**src/rtl/pex_pkg.sv**
```systemverilog
package pex_pkg;

  parameter int unsigned PEX_AW = 32;

  typedef enum logic [1:0] {
    CZ_FETCH   = 2'd0,
    CZ_ILLEGAL = 2'd1,
    CZ_ARITH   = 2'd2,
    CZ_DATA    = 2'd3
  } pex_cause_e;

  // Per-instruction tag carried alongside the datapath
  typedef struct packed {
    logic              valid;
    logic              exc;
    pex_cause_e        cause;
    logic [PEX_AW-1:0] pc;
  } pex_tag_t;

  localparam pex_tag_t TAG_EMPTY = '0;

  // New tag for an instruction entering fetch
  function automatic pex_tag_t tag_fetch(input logic [PEX_AW-1:0] pc);
    pex_tag_t t;
    t.valid = 1'b1;
    t.exc   = 1'b0;
    t.cause = CZ_FETCH;
    t.pc    = pc;
    return t;
  endfunction

  // Mark a tag with a stage fault; a mark already present is kept
  function automatic pex_tag_t tag_mark(input pex_tag_t t, input logic raise,
                                        input pex_cause_e code);
    pex_tag_t r;
    r = t;
    if (t.valid && raise && !t.exc) begin
      r.exc   = 1'b1;
      r.cause = code;
    end
    return r;
  endfunction

  // Fetch address for the following cycle
  function automatic logic [PEX_AW-1:0] pc_advance(input logic [PEX_AW-1:0] pc,
                                                   input logic take,
                                                   input logic [PEX_AW-1:0] vec,
                                                   input logic [PEX_AW-1:0] step);
    return take ? vec : pc + step;
  endfunction

endpackage

```
**src/rtl/pex_fetch.sv**
```systemverilog
module pex_fetch
  import pex_pkg::*;
#(
  parameter logic [PEX_AW-1:0] RESET_PC = 32'h0000_0100,
  parameter logic [PEX_AW-1:0] VEC_PC   = 32'h0000_0080,
  parameter int unsigned       STEP     = 4
) (
  input  logic              clk,
  input  logic              rst_n,
  input  logic              take,
  output logic [PEX_AW-1:0] pc_q
);

  localparam logic [PEX_AW-1:0] STEP_W = PEX_AW'(STEP);

  always_ff @(posedge clk or negedge rst_n) begin
    if (!rst_n) pc_q <= RESET_PC;
    else        pc_q <= pc_advance(pc_q, take, VEC_PC, STEP_W);
  end


  vec_redirect_chk: assert property (@(posedge clk) disable iff (!rst_n)
    take |=> (pc_q == VEC_PC));


  seq_fetch_chk: assert property (@(posedge clk) disable iff (!rst_n)
    !take |=> (pc_q == $past(pc_q) + STEP_W));

endmodule

```
**src/rtl/pex_stage.sv**
```systemverilog
module pex_stage
  import pex_pkg::*;
#(
  parameter pex_cause_e CODE = CZ_ILLEGAL
) (
  input  logic     clk,
  input  logic     rst_n,
  input  logic     kill,
  input  logic     raise,
  input  pex_tag_t in_tag,
  output pex_tag_t q_tag,
  output pex_tag_t out_tag
);

  always_ff @(posedge clk or negedge rst_n) begin
    if (!rst_n)    q_tag <= TAG_EMPTY;
    else if (kill) q_tag <= TAG_EMPTY;
    else           q_tag <= in_tag;
  end

  assign out_tag = tag_mark(q_tag, raise, CODE);


  first_mark_kept_chk: assert property (@(posedge clk) disable iff (!rst_n)
    (!kill && in_tag.valid && in_tag.exc) |=>
      (out_tag.exc && out_tag.cause == $past(in_tag.cause)));


  flush_empties_chk: assert property (@(posedge clk) disable iff (!rst_n)
    kill |=> !q_tag.valid);

endmodule

```
**src/rtl/pex_commit.sv**
```systemverilog
module pex_commit
  import pex_pkg::*;
(
  input  logic              clk,
  input  logic              rst_n,
  input  pex_tag_t          fin_tag,
  output logic              take,
  output logic              commit,
  output logic [PEX_AW-1:0] commit_pc,
  output logic [PEX_AW-1:0] epc_q,
  output pex_cause_e        cause_q
);

  assign take      = fin_tag.valid &&  fin_tag.exc;
  assign commit    = fin_tag.valid && !fin_tag.exc;
  assign commit_pc = fin_tag.pc;

  always_ff @(posedge clk or negedge rst_n) begin
    if (!rst_n) begin
      epc_q   <= '0;
      cause_q <= CZ_FETCH;
    end else if (take) begin
      epc_q   <= fin_tag.pc;
      cause_q <= fin_tag.cause;
    end
  end


  epc_capture_chk: assert property (@(posedge clk) disable iff (!rst_n)
    take |=> (epc_q == $past(commit_pc)));


  take_or_commit_chk: assert property (@(posedge clk) disable iff (!rst_n)
    $onehot0({take, commit}));


  bubble_after_take_chk: assert property (@(posedge clk) disable iff (!rst_n)
    take |=> !commit);

endmodule

```
**src/rtl/pex_ctrl.sv**
```systemverilog
module pex_ctrl
  import pex_pkg::*;
#(
  parameter logic [31:0] RESET_PC = 32'h0000_0100,
  parameter logic [31:0] VEC_PC   = 32'h0000_0080,
  parameter int unsigned STEP     = 4
) (
  input  logic        clk,
  input  logic        rst_n,
  input  logic        raise_if,
  input  logic        raise_id,
  input  logic        raise_ex,
  input  logic        raise_mem,
  output logic [31:0] pc_o,
  output logic        flush_o,
  output logic        commit_o,
  output logic [31:0] commit_pc_o,
  output logic        exc_taken_o,
  output logic [31:0] epc_o,
  output logic [1:0]  cause_o
);

  localparam int unsigned NSTG = 3;  // tag registers: decode, execute, memory

  logic                take;
  logic                commit;
  logic [PEX_AW-1:0]   pc_q;
  logic [PEX_AW-1:0]   cpc;
  logic [PEX_AW-1:0]   epc_q;
  pex_cause_e          cause_q;
  logic [NSTG:0]       raise_vec;
  pex_tag_t            marked [0:NSTG];
  pex_tag_t            held   [1:NSTG];

  assign raise_vec = {raise_mem, raise_ex, raise_id, raise_if};

  pex_fetch #(.RESET_PC(RESET_PC), .VEC_PC(VEC_PC), .STEP(STEP)) u_fetch (
    .clk  (clk),
    .rst_n(rst_n),
    .take (take),
    .pc_q (pc_q)
  );

  assign marked[0] = tag_mark(tag_fetch(pc_q), raise_vec[0], CZ_FETCH);

  genvar k;
  generate
    for (k = 1; k <= NSTG; k++) begin : g_stage
      pex_stage #(.CODE(pex_cause_e'(k))) u_stage (
        .clk    (clk),
        .rst_n  (rst_n),
        .kill   (take),
        .raise  (raise_vec[k]),
        .in_tag (marked[k-1]),
        .q_tag  (held[k]),
        .out_tag(marked[k])
      );
    end
  endgenerate

  pex_commit u_commit (
    .clk      (clk),
    .rst_n    (rst_n),
    .fin_tag  (marked[NSTG]),
    .take     (take),
    .commit   (commit),
    .commit_pc(cpc),
    .epc_q    (epc_q),
    .cause_q  (cause_q)
  );

  assign pc_o        = pc_q;
  assign flush_o     = take;
  assign exc_taken_o = take;
  assign commit_o    = commit;
  assign commit_pc_o = cpc;
  assign epc_o       = epc_q;
  assign cause_o     = cause_q;


  oldest_only_chk: assert property (@(posedge clk) disable iff (!rst_n)
    (take && held[NSTG-1].valid) |=> !held[NSTG].valid);


  commit_order_chk: assert property (@(posedge clk) disable iff (!rst_n)
    (commit && held[NSTG].valid && $past(commit)) |->
      (cpc == $past(cpc) + PEX_AW'(STEP)));

endmodule

```
**config.mk**
```make
export PLATFORM = sky130hd
export DESIGN_NAME = pex_ctrl
export DESIGN_NICKNAME = d
export VERILOG_FILES = /design/src/rtl/pex_pkg.sv /design/src/rtl/pex_fetch.sv /design/src/rtl/pex_stage.sv /design/src/rtl/pex_commit.sv /design/src/rtl/pex_ctrl.sv
export SDC_FILE = /design/constraint.sdc
export NUM_CORES = 1
export LEC_CHECK = 0
export ABC_AREA = 1
export BUFFER_PORTS_ARGS = -buffer_cell sky130_fd_sc_hd__buf_4
export CAP_MARGIN = 20
export CORE_AREA = 2 2 232 120
export CTS_BUF_LIST = sky130_fd_sc_hd__clkbuf_8
export DETAILED_ROUTE_END_ITERATION = 6
export DIE_AREA = 0 0 234 122
export GPL_TIMING_DRIVEN = 0
export PLACE_DENSITY_LB_ADDON = 0.15
export SKIP_CTS_REPAIR_TIMING = 1
export SLEW_MARGIN = 20
export SYNTH_ARGS = -nofsm -noshare
export SYNTH_HDL_FRONTEND = slang
export SYNTH_SLANG_ARGS = --single-unit
```
**constraint.sdc**
```tcl
create_clock -name clk -period 3.58 [get_ports clk]
set_input_delay 0.716 -clock clk [delete_from_list [all_inputs] [get_ports clk]]
set_output_delay 0.716 -clock clk [all_outputs]
set_load 0.01 [all_outputs]
```
## After elaboration in Yosys (flattened, before gate mapping)

Index checks and enable logic that the tools add are counted.

| storage, ports and cells | value |
|---|---|
| register bits after elaboration | 174 |
| latch bits | 0 |
| bits in writable memories | 0 |
| memory bits (read-only) | 0 |
| output and inout port bits | 101 |
| memories | 0 |

| cells by class | value |
|---|---|
| $add $sub $neg | 1 |
| multiply operators | 0 |
| div/mod/pow operators | 0 |
| magnitude comparators | 0 |
| equal/unequal tests | 0 |
| shift-type cells | 0 |
| multiplexer cells | 8 |
| bitwise operators | 0 |
| reduce and logical (&&, ||, !) cells | 12 |

Operator list:

| kind | count |
|---|---|
| $mux 36 | 3 |
| $add 32x3->32 const B | 1 |
| $mux 32 | 1 |
| $mux 3 | 4 |
| $logic_and 1x1->1 | 8 |
| $logic_not 1->1 | 4 |

## Logic depth before layout (Yosys ltp)

Gate-level depths: netlist of the first run.

| logic depth | value |
|---|---|
| depth in word-level cells | 5 |
| gate-level depth with buffers | 8 |

## By module

A second synthesis of the first run with hierarchy kept.

| second synthesis, totals | value |
|---|---|
| cells, all modules | 876 |
| area total of the unflattened synthesis | 7901.3 um^2 |

Modules (own cells, without submodules):

| module | times used | cells an instance | area each (um^2) | sequential area each (um^2) |
|---|---|---|---|---|
| pex_stage (g_stage[1].u_stage ...) | 2 | 152 | 1498.9 | 900.9 |
| pex_fetch | 1 | 233 | 1716.6 | 752.0 |
| pex_commit | 1 | 183 | 1671.6 | 850.8 |
| pex_stage (g_stage[3].u_stage) | 1 | 153 | 1500.2 | 900.9 |
| pex_ctrl | 1 | 3 | 15.0 | 0.0 |

## Worst setup path after synthesis of the first run

Ideal clock, no wire load.

| path | value |
|---|---|
| path type | input to output |
| start | in raise_mem |
| end | out flush_o |
| arrival time | 1.350 ns |
| setup slack | 1.514 ns |
| stages on the path | 5 |
| buffers on the path | 3 |
| cells stage by stage | nand2_1 > nand2_1 > buf_2 > buf_2 > buf_4 |

| between the ends | value |
|---|---|
| word-level cells in the longest chain between the ends | 4 |

Ends and longest elaborated chain:

| element | line | text |
|---|---|---|
| start: declaration | pex_ctrl.sv:13 | `input logic raise_mem,` |
| $logic_and 1x1->1 (2 in a row) | pex_pkg.sv:37 | `if (t.valid && raise && !t.exc) begin` |
| $mux 3 | pex_pkg.sv:37 |  |
| $logic_and 1x1->1 | pex_commit.sv:14 | `assign take = fin_tag.valid && fin_tag.exc;` |
| end: declaration | pex_ctrl.sv:15 | `output logic flush_o,` |

No other way between the ends.

## Final worst setup path of the first run

| path | value |
|---|---|
| start | reg g_stage[3].u_stage.q_tag (netlist bit g_stage[3].u_stage.out_tag[35]) |
| end | out flush_o |

| between the ends | value |
|---|---|
| word-level cells in the longest chain between the ends | 4 |

Ends and longest elaborated chain:

| element | line | text |
|---|---|---|
| start: declaration | pex_stage.sv:11 | `output pex_tag_t q_tag,` |
| start signal: assignment | pex_stage.sv:18 | `else q_tag <= in_tag;` |
| $logic_and 1x1->1 (2 in a row) | pex_pkg.sv:37 |  |
| $mux 3 | pex_pkg.sv:37 |  |
| $logic_and 1x1->1 * | pex_commit.sv:14 |  |

Every way passes the cells marked *; elsewhere a longest branch is shown, timed or not.

==> impl_metrics.ini, run 1 <==
[drt]
avgViaCountPerCell = 3.73
drt_pass1_iterations = 4
ant_nets = 0
drt_iter0_markers = 256
drc = 0
avgRoutedWirePerCell_um = 13.4
vias = 4516
drt_wl_total_mm = 16.2

[sta]
finalCriticalPeriod_ns = 2.57
hold_viol = 0
layout_worst_path_cycle_share = 0.717
fin_skew_ns = 0.0147
grt_setup_unrepaired = no
hold-worst-slack_ns = 0.209
fmax_mhz = 390
tightest_slew_ns = 0.705
slew_headroom = 0.530
setup_tns_ns = 0
finalSetupViolCount = 0
slew_viol_final = 0

[power_and_ir_drop]
p_sw_w = 0.00157
ir_drop_uv = 207
p_leak_nw = 4.18
switching_share = 0.323
power_frac_clock = 0.319
intPower_w = 0.00330
p_seq_frac = 0.439
pwr-share-comb = 0.242
power.density_mw_per_mm2 = 590

[global_route]
grt_max_degree = 84
grt.busiest_layer = met1
use_met2 = 0.165
antenna_found_initial = 0
first_global_vias = 4407
grt_first_pass_wirelength_mm = 25.8
grt_use_total = 0.124
grt_overflow_total = 0
use_met1 = 0.187
use_met3 = 0.0435

[cts]
cts_tree = yes
clk_pin_slew_worst_paths_ns = 0.09
cts_inserted_buffers = 17
clk_latency_ns = 0.47
htreeDepth = 4
cts_buffer_depth = 2
cts-root-buf = clkbuf_8
clock-sinks = 165

[synth]
syn_area_per_cell_um2 = 9.17
async_reset_ff_frac = 1.00
synth-main-ff-cell = dfrtp_1
synthDistinctLibCells = 25
seq_area_frac_synth = 0.633
ys_ff_latch = 165
synth-edff-count = 0
netlist_instances = 711
synthesis.area_mm2 = 0.00652
ys_warn_count = 0

[setup_path]
reg2reg_depth = 8
crit_path_end_kind = output pin
critical_path_class = reg2out
startpoint_type = register
reg2reg_from = u_fetch.pc_q[2]$_DFF_PN0_
r2r_end = u_fetch.pc_q[26]$_DFF_PN0_
critPathMaxFanout = 11
reg2reg_slack_ns = 1.97
arrival_ns = 1.85
required_ns = 2.86

[placed_design]
port_buffers = 104
dp_hpwl_mm = 11.6
place.gp.congestion = 0.762
placedCellCount = 1178

[finish]
nets = 844
fillerInstances = 2867
drive_gt1_frac = 0.241
area_growth_pct = 26.5
antenna_cells = 0
layoutNonFillerInstCount = 1210

[floorplanning]
coreArea_mm2 = 0.0268
fp.dieW_um = 234
boundaryPins = 107
die_height_um = 122
dieArea_mm2 = 0.0285
rows = 43
start_util = 0.243

[run]
cap_violations = 0

[hold_path]
min-delay-path-class = in2async

[status]
status = finished clean
layout by cell type (no fill, tap or decap), drive strengths merged:
master,n
a21o,1
a21oi,21
and2,1
buf,158
bufinv,5
clkbuf,22
clkinv,5
conb,3
dfrtp,164
dfstp,1
ha,1
inv,111
nand2,158
nand3,13
nand3b,1
nor2,162
nor3,7
nor3b,1
o21a,2
o21ai,9
o22ai,2
xor2,2
per-stage QoR:
step | area, um^2 | total power (W) | util | worst slack (ns)
after floorplan | 6530 | 0.00284 | - | 1.51
after global placement | 7760 | 0.00340 | 0.289 | 0.665
after global routing | 8250 | 0.00522 | 0.307 | 0.803
final | 8250 | 0.00487 | 0.307 | 1.01
after detailed placement | 7800 | 0.00340 | 0.290 | 1.09
after CTS | 8250 | 0.00500 | 0.307 | 0.923
worst max-delay path, cell delays in order (launching register included):
cell	delay, ns
dfrtp_1	0.37
nand2_1	0.09
nand2_1	0.11
buf_2	0.25
buf_2	0.30
buf_4	0.15
buf_4	0.10
worst max path at each step:
stage / from / to / depth (start not counted)
finish: g_stage[3].u_stage.out_tag[35]$_DFF_PN0_ / flush_o / 6
global route: g_stage[3].u_stage.out_tag[35]$_DFF_PN0_ / flush_o / 6
CTS: g_stage[3].u_stage.out_tag[35]$_DFF_PN0_ / flush_o / 6
detailed placement: raise_mem / flush_o / 7
global placement: rst_n / u_fetch.pc_q[4]$_DFF_PN0_ / 1
floorplan: raise_mem / flush_o / 5
power by group through the flow:
stage          registers [W]  logic (W)  clock network [W]
2_1_floorplan        0.00218   0.000663                  0
3_3_place_gp         0.00218    0.00123                  0
3_5_place_dp         0.00218    0.00123                  0
4_1_cts              0.00214    0.00123            0.00162
5_1_grt              0.00216    0.00134            0.00171
6_report             0.00214    0.00118            0.00155
synth_stat cells (all sizes together) (2+ instances only):
cell / count / area [um^2]
dfrtp: 164 / 4100
nor2: 162 / 663
nand2: 158 / 601
inv: 107 / 402
buf: 53 / 370
a21oi: 21 / 105
nand3: 13 / 65.1
o21ai: 9 / 45.0
nor3: 7 / 35.0
clkbuf: 4 / 15.0
o21a: 2 / 15.0
o22ai: 2 / 12.5
xor2: 2 / 17.5
cells by family (layout without fill, tap and decap cells):
| group | after synthesis | in the layout | synth area share |
|---|---|---|---|
| DFF | 165 | 165 | 0.633 |
| xor gates and xnor gates | 2 | 2 | 0.00269 |
| AOI/OAI and AO/OA | 35 | 35 | 0.0286 |
| adders and majority gates | 1 | 1 | 0.00192 |
| and+or+nand+nor | 343 | 343 | 0.212 |
| buffers and inverters | 164 | 301 | 0.121 |
| other | 1 | 3 | 0.000575 |
per-layer routing:
layer  vias to the layer above  share of wire
met5                         -              0
met4                         0         0.0089
met3                         9          0.051
met2                        67           0.39
met1                      2128           0.55
li1                       2312              -
state kept, by name, summed over array words and instances (netlist names):
name / flops
g_stage.u_stage.q_tag: 6
u_commit.epc_q: 31
g_stage.u_stage.out_tag: 96
u_commit.cause_q: 2
u_fetch.pc_q: 30
area by class of cell:
| class | instances | area, um^2 | area share |
|---|---|---|---|
| Tap cell | 360 | 450 | 0.0546 |
| Sequential cell | 165 | 4130 | 0.501 |
| Multi-Input combinational cell | 384 | 1610 | 0.195 |
| Buffer | 57 | 385 | 0.0467 |
| Clock inverter | 14 | 208 | 0.0252 |
| Inverter | 107 | 402 | 0.0487 |
| Timing Repair Buffer | 105 | 816 | 0.0989 |
| Clock buffer | 18 | 248 | 0.0300 |
(Power assumes the default switching activity.)
==> inputs of run 2 (changes only) <==
--- a/config.mk
+++ b/config.mk
@@ -5,13 +5,13 @@
 export SDC_FILE = /design/constraint.sdc
 export NUM_CORES = 1
 export LEC_CHECK = 0
-export ABC_AREA = 1
+export ABC_AREA = 0
 export BUFFER_PORTS_ARGS = -buffer_cell sky130_fd_sc_hd__buf_4
 export CAP_MARGIN = 20
-export CORE_AREA = 2 2 232 120
+export CORE_AREA = 2 2 227 117
 export CTS_BUF_LIST = sky130_fd_sc_hd__clkbuf_8
 export DETAILED_ROUTE_END_ITERATION = 6
-export DIE_AREA = 0 0 234 122
+export DIE_AREA = 0 0 229 119
 export GPL_TIMING_DRIVEN = 0
 export PLACE_DENSITY_LB_ADDON = 0.15
 export SKIP_CTS_REPAIR_TIMING = 1
==> constraint.sdc (replaced) <==
create_clock -name clk -period 2.1 [get_ports clk]
set_input_delay 0.42 -clock clk [delete_from_list [all_inputs] [get_ports clk]]
set_output_delay 0.42 -clock clk [all_outputs]
set_load 0.01 [all_outputs]
==> run 2 against run 1 <==
Net effect:
- the flow now finishes with violations (negative setup slack)
- critical path type is now reg2reg
- total power grew 59%
- worst setup slack lost 1.1 ns
- cell count shrank 13%
- sequential power grew 72%
==> impl_metrics.ini, run 2 <==
[sta]
setup_tns_ns = -0.0955
tightest_slew_ns = 0.737
fin_skew_ns = 0.0113
setup_slack_ns = -0.0409
grt_setup_unrepaired = yes
slew_viol_final = 0
finalCriticalPeriod_ns = 2.14
hold_viol = 0
layout_worst_path_cycle_share = 1.02
fmax_mhz = 467
slew_headroom = 0.508
hold-worst-slack_ns = 0.189
finalSetupViolCount = 4

[cts]
clk_pin_slew_worst_paths_ns = 0.09
cts_inserted_buffers = 17
htreeDepth = 4
cts_buffer_depth = 2
clock-sinks = 165
cts_tree = yes
clk_latency_ns = 0.46
cts-root-buf = clkbuf_8

[setup_path]
critical_path_class = reg2reg
arrival_ns = 2.53
reg2reg_depth = 5
reg2reg_slack_ns = -0.04
required_ns = 2.49
r2r_end = u_fetch.pc_q[24]$_DFF_PN0_
reg2reg_from = u_fetch.pc_q[6]$_DFF_PN0_
critPathMaxFanout = 7
crit_path_end_kind = register
startpoint_type = register
crit_path_start = u_fetch.pc_q[6]$_DFF_PN0_

[power_and_ir_drop]
p_sw_w = 0.00244
power.density_mw_per_mm2 = 942
p_seq_frac = 0.477
ir_drop_uv = 419
pwr-share-comb = 0.217
intPower_w = 0.00529
power_frac_clock = 0.306
p_leak_nw = 4.07
switching_share = 0.315

[floorplanning]
boundaryPins = 107
coreArea_mm2 = 0.0256
start_util = 0.244
rows = 42
die_height_um = 119
fp.dieW_um = 229
dieArea_mm2 = 0.0273

[synth]
synthTopCellsByArea = dfrtp_1, and2_1, nand2_1
async_reset_ff_frac = 1.00
synth_top_area_frac = 0.655
yosysTopAreaCell = dfrtp_1
syn_area_per_cell_um2 = 11.4
synthDistinctLibCells = 35
ys_top_cells_by_count = dfrtp_1, nand2_1, and2_1, buf_4, clkbuf_1
synth_most_common_cell = dfrtp_1
synth-main-ff-cell = dfrtp_1
ys_ff_latch = 165
ys_warn_count = 0
seq_area_frac_synth = 0.659
synth-edff-count = 0
synthesis.area_mm2 = 0.00627
netlist_instances = 551

[drt]
avgRoutedWirePerCell_um = 15.2
drc = 0
drt_wl_total_mm = 15.9
drt_pass1_iterations = 4
drt_iter0_markers = 247
ant_nets = 0
avgViaCountPerCell = 4.03
vias = 4227

[global_route]
grt_overflow_total = 0
first_global_vias = 4194
grt_max_degree = 89
antenna_found_initial = 0
grt_use_total = 0.122
grt_first_pass_wirelength_mm = 24.8

[hold_path]
hold_path_depth = 2
min_from = raise_if
hold_end = g_stage[1].u_stage.q_tag[34]$_DFF_PN0_
min-delay-path-class = in2reg

[finish]
fin_area_mm2 = 0.00821
nets = 690
area_growth_pct = 30.9
drive_gt1_frac = 0.332
largest_register_ffs = 96
fillerInstances = 2677
final_cell_mix = dfrtp_1, buf_4, nand2_1
final_common_cell = dfrtp_1

[placed_design]
place_area_mm2 = 0.00753
dp_hpwl_mm = 11.1
port_buffers = 104
place.gp.congestion = 0.723

[run]
cap_violations = 0

[status]
violations = negative setup slack
status = finished, violations left
run 2: cell count changes after synthesis, sizes merged, moves of 13 or more:
cell / before / now
clkbuf: 4 / 23
nand2: 158 / 106
and2: 1 / 94
nor2: 162 / 19
inv: 107 / 3
buf: 53 / 40
run 2: cell type report:
cell class / instances / area [um^2] / area share
clock buffer: 19 / 262 / 0.0319
antenna: 1 / 2.50 / 0.000305
buffer: 58 / 384 / 0.0468
sequential: 165 / 4140 / 0.504
tap: 352 / 440 / 0.0537
timing repair buffer: 116 / 917 / 0.112
inverter: 4 / 20.0 / 0.00244
clock inverter: 12 / 138 / 0.0168
multi-input combinational: 321 / 1900 / 0.232
run 2: routing by layer:
metal / share of wire / wire length [um] / up-vias / track usage
met3: 0.054 / 853 / 15 / 0.0383
met5: 0 / 0 / - / 0
li1: - / - / 2006 / -
met1: 0.51 / 8150 / 2130 / 0.179
met4: 0.013 / 201 / 0 / 0.0398
met2: 0.42 / 6690 / 76 / 0.167
run 2: cells by family (layout without fill, tap and decap cells):
group,count (synthesis),in the layout,share of synthesized area
other cells,1,4,0.000598
mux,1,1,0.00180
xor+xnor,11,11,0.0154
fa+ha+maj,1,1,0.00200
buf+inv,67,209,0.0641
simple gates,268,268,0.222
compound gates,37,37,0.0353
flops,165,165,0.659
run 2: how the worst max path moves through the flow:
stage,to,slack (ns),cells after the start
2_1_floorplan,u_fetch.pc_q[29]$_DFF_PN0_,-0.06,6
4_1_cts,flush_o,-1.29,6
3_3_place_gp,flush_o,-0.93,7
3_5_place_dp,flush_o,-0.92,7
6_report,u_fetch.pc_q[24]$_DFF_PN0_,-0.04,5
5_1_grt,flush_o,-0.14,5
run 2: power by group through the flow:
stage          Sequential (W)  Combinational (W)  Clock [W]
3_3_place_gp          0.00372            0.00165          0
6_report              0.00369            0.00167    0.00237
3_5_place_dp          0.00374            0.00170          0
4_1_cts               0.00367            0.00171    0.00247
2_1_floorplan         0.00373           0.000817          0
5_1_grt               0.00373            0.00189    0.00261
run 2: worst max-delay path: stages, from the launching register on:
cell     delay (ns)
dfrtp_1        0.52
nand4_4        0.16
or4_4          0.58
buf_12         0.16
or4_1          0.50
a21oi_1        0.15
run 2: through the flow:
stage	setup slack (ns)	util	instances	power [W]
2_1_floorplan	-0.0558	-	553	0.00455
3_3_place_gp	-0.933	0.292	1009	0.00537
3_5_place_dp	-0.918	0.294	1010	0.00544
4_1_cts	-1.29	0.309	1041	0.00785
5_1_grt	-0.144	0.320	1047	0.00823
6_report	-0.0409	0.320	1048	0.00773
==> inputs of run 3 (changes only) <==
==> constraint.sdc (replaced) <==
create_clock -name clk -period 2.1 [get_ports clk]
set_input_delay 0.21 -clock clk [delete_from_list [all_inputs] [get_ports clk]]
set_output_delay 0.21 -clock clk [all_outputs]
set_load 0.01 [all_outputs]
==> run 3 against run 2 <==
Net effect:
- the flow still finishes with violations (negative setup slack)
- sequential share of layout area decreased by 0.28 points
- clock power barely moved
- sequential power about the same
- largest cell class unchanged
- highest routed layer unchanged
==> impl_metrics.ini, run 3 (synthesized netlist as in run 2, its figures left out) <==
[floorplanning]
die_height_um = 119
boundaryPins = 107
fp.dieW_um = 229
rows = 42
dieArea_mm2 = 0.0273
start_util = 0.244
coreArea_mm2 = 0.0256

[sta]
slew_viol_final = 0
fmax_mhz = 473
hold-worst-slack_ns = 0.343
finalCriticalPeriod_ns = 2.12
hold_viol = 0
finalSetupViolCount = 2
layout_worst_path_cycle_share = 1.01
setup_slack_ns = -0.0163
setup_tns_ns = -0.0172
grt_setup_unrepaired = yes
tightest_slew_ns = 0.765
slew_headroom = 0.490
fin_skew_ns = 0.0109

[global_route]
use_met3 = 0.0383
grt_overflow_total = 0
grt_use_total = 0.122
use_met1 = 0.179
antenna_found_initial = 0
grt.busiest_layer = met1
first_global_vias = 4194
grt_max_degree = 89
grt_first_pass_wirelength_mm = 24.8
use_met2 = 0.167

[power_and_ir_drop]
ir_drop_uv = 409
power.density_mw_per_mm2 = 934
p_sw_w = 0.00242
p_seq_frac = 0.478
p_leak_nw = 4.09
intPower_w = 0.00528
pwr-share-comb = 0.215
power_frac_clock = 0.307
switching_share = 0.315

[setup_path]
arrival_ns = 2.50
crit_buf_inv = 1
reg2reg_depth = 5
cp_slowest_cell = or4_4
reg2reg_slack_ns = -0.02
reg2reg_from = u_fetch.pc_q[6]$_DFF_PN0_
r2r_end = u_fetch.pc_q[31]$_DFF_PN0_
cpPeakStageDelay_ns = 0.55
startpoint_type = register
cp_cell_sequence = nand4_4 -> or4_4 -> buf_8 -> or4b_4 -> a21oi_2
critical_path_class = reg2reg
path_delay_family = simple AND/OR/NAND/NOR gates
required_ns = 2.49
critPathMaxFanout = 7
crit_path_end_kind = register

[drt]
drt_iter0_markers = 262
drc = 0
ant_nets = 0
drt_wl_total_mm = 16.0
drt_pass1_iterations = 5
avgRoutedWirePerCell_um = 15.2
avgViaCountPerCell = 4.05
vias = 4258

[hold_path]
min-delay-path-class = in2async

[placed_design]
placedCellCount = 1010
place_ws_ns = -0.653
place.gp.congestion = 0.723
port_buffers = 104
dp_hpwl_mm = 11.1

[finish]
final_core_util = 0.322
largest_register_ffs = 96
drive_gt1_frac = 0.334
final_common_cell = dfrtp_1
layoutNonFillerInstCount = 1051
final_cell_mix = dfrtp_1, buf_4, nand2_1
area_growth_pct = 31.6
nets = 693

[cts]
clock-sinks = 165
cts_tree = yes
cts_buffer_depth = 2
cts_inserted_buffers = 17
clk_pin_slew_worst_paths_ns = 0.08
clk_latency_ns = 0.46
htreeDepth = 4
cts-root-buf = clkbuf_8

[status]
violations = negative setup slack
status = finished, violations left

[run]
cap_violations = 0
-- run 3: cell count changes in the layout (fill, tap and decap cells not counted), sizes merged --
| cell | change |
|---|---|
| dlygate4sd3 | +3 |
| buf | -1 |
| clkbuf | +1 |
-- run 3: stage by stage --
| stage | power [W] | area (um^2) |
|---|---|---|
| after floorplan | 0.00455 | 6280 |
| after global placement | 0.00537 | 7500 |
| after detailed placement | 0.00544 | 7530 |
| after CTS | 0.00785 | 7930 |
| after global routing | 0.00821 | 8250 |
| final | 0.00771 | 8250 |
-- run 3: layer usage --
metal | wire length, um | vias up
li1 | - | 2010
met1 | 8230 | 2153
met2 | 6750 | 80
met3 | 779 | 15
met4 | 204 | 0
met5 | 0 | -
-- run 3: worst max-delay path by stage --
stage | startpoint | to | slack, ns | depth (start not counted)
after global routing | g_stage[3].u_stage.q_tag[34]$_DFF_PN0_ | flush_o | -0.11 | 5
after global placement | g_stage[3].u_stage.q_tag[34]$_DFF_PN0_ | u_commit.epc_q[15]$_DFFE_PN0P_ | -0.57 | 6
final | u_fetch.pc_q[6]$_DFF_PN0_ | u_fetch.pc_q[31]$_DFF_PN0_ | -0.02 | 5
after floorplan | u_fetch.pc_q[8]$_DFF_PN1_ | u_fetch.pc_q[29]$_DFF_PN0_ | -0.06 | 6
after detailed placement | g_stage[3].u_stage.q_tag[34]$_DFF_PN0_ | u_commit.epc_q[20]$_DFFE_PN0P_ | -0.65 | 6
after CTS | g_stage[3].u_stage.q_tag[34]$_DFF_PN0_ | flush_o | -1.08 | 6
-- run 3: worst register-to-register path: stages (launching register included) --
cell and delay (ns):
dfrtp_1 0.52, nand4_4 0.16, or4_4 0.55, buf_8 0.17
or4b_4 0.54, a21oi_2 0.12
-- run 3: power groups by stage --
stage          sequential, W  combinational, W  clock (W)
2_1_floorplan        0.00373          0.000817          0
3_3_place_gp         0.00372           0.00165          0
3_5_place_dp         0.00374           0.00170          0
4_1_cts              0.00367           0.00171    0.00247
5_1_grt              0.00372           0.00187    0.00261
6_report             0.00368           0.00166    0.00237
-- run 3: final cells by class --
class | instances | area, um^2
multi-input combinational | 321 | 1920
antenna | 1 | 2.50
inverter | 4 | 15.0
timing repair buffer | 119 | 956
sequential | 165 | 4140
tap | 352 | 440
fill | 2679 | 17400
clock buffer | 19 | 262
buffer | 58 | 384
clock inverter | 12 | 138
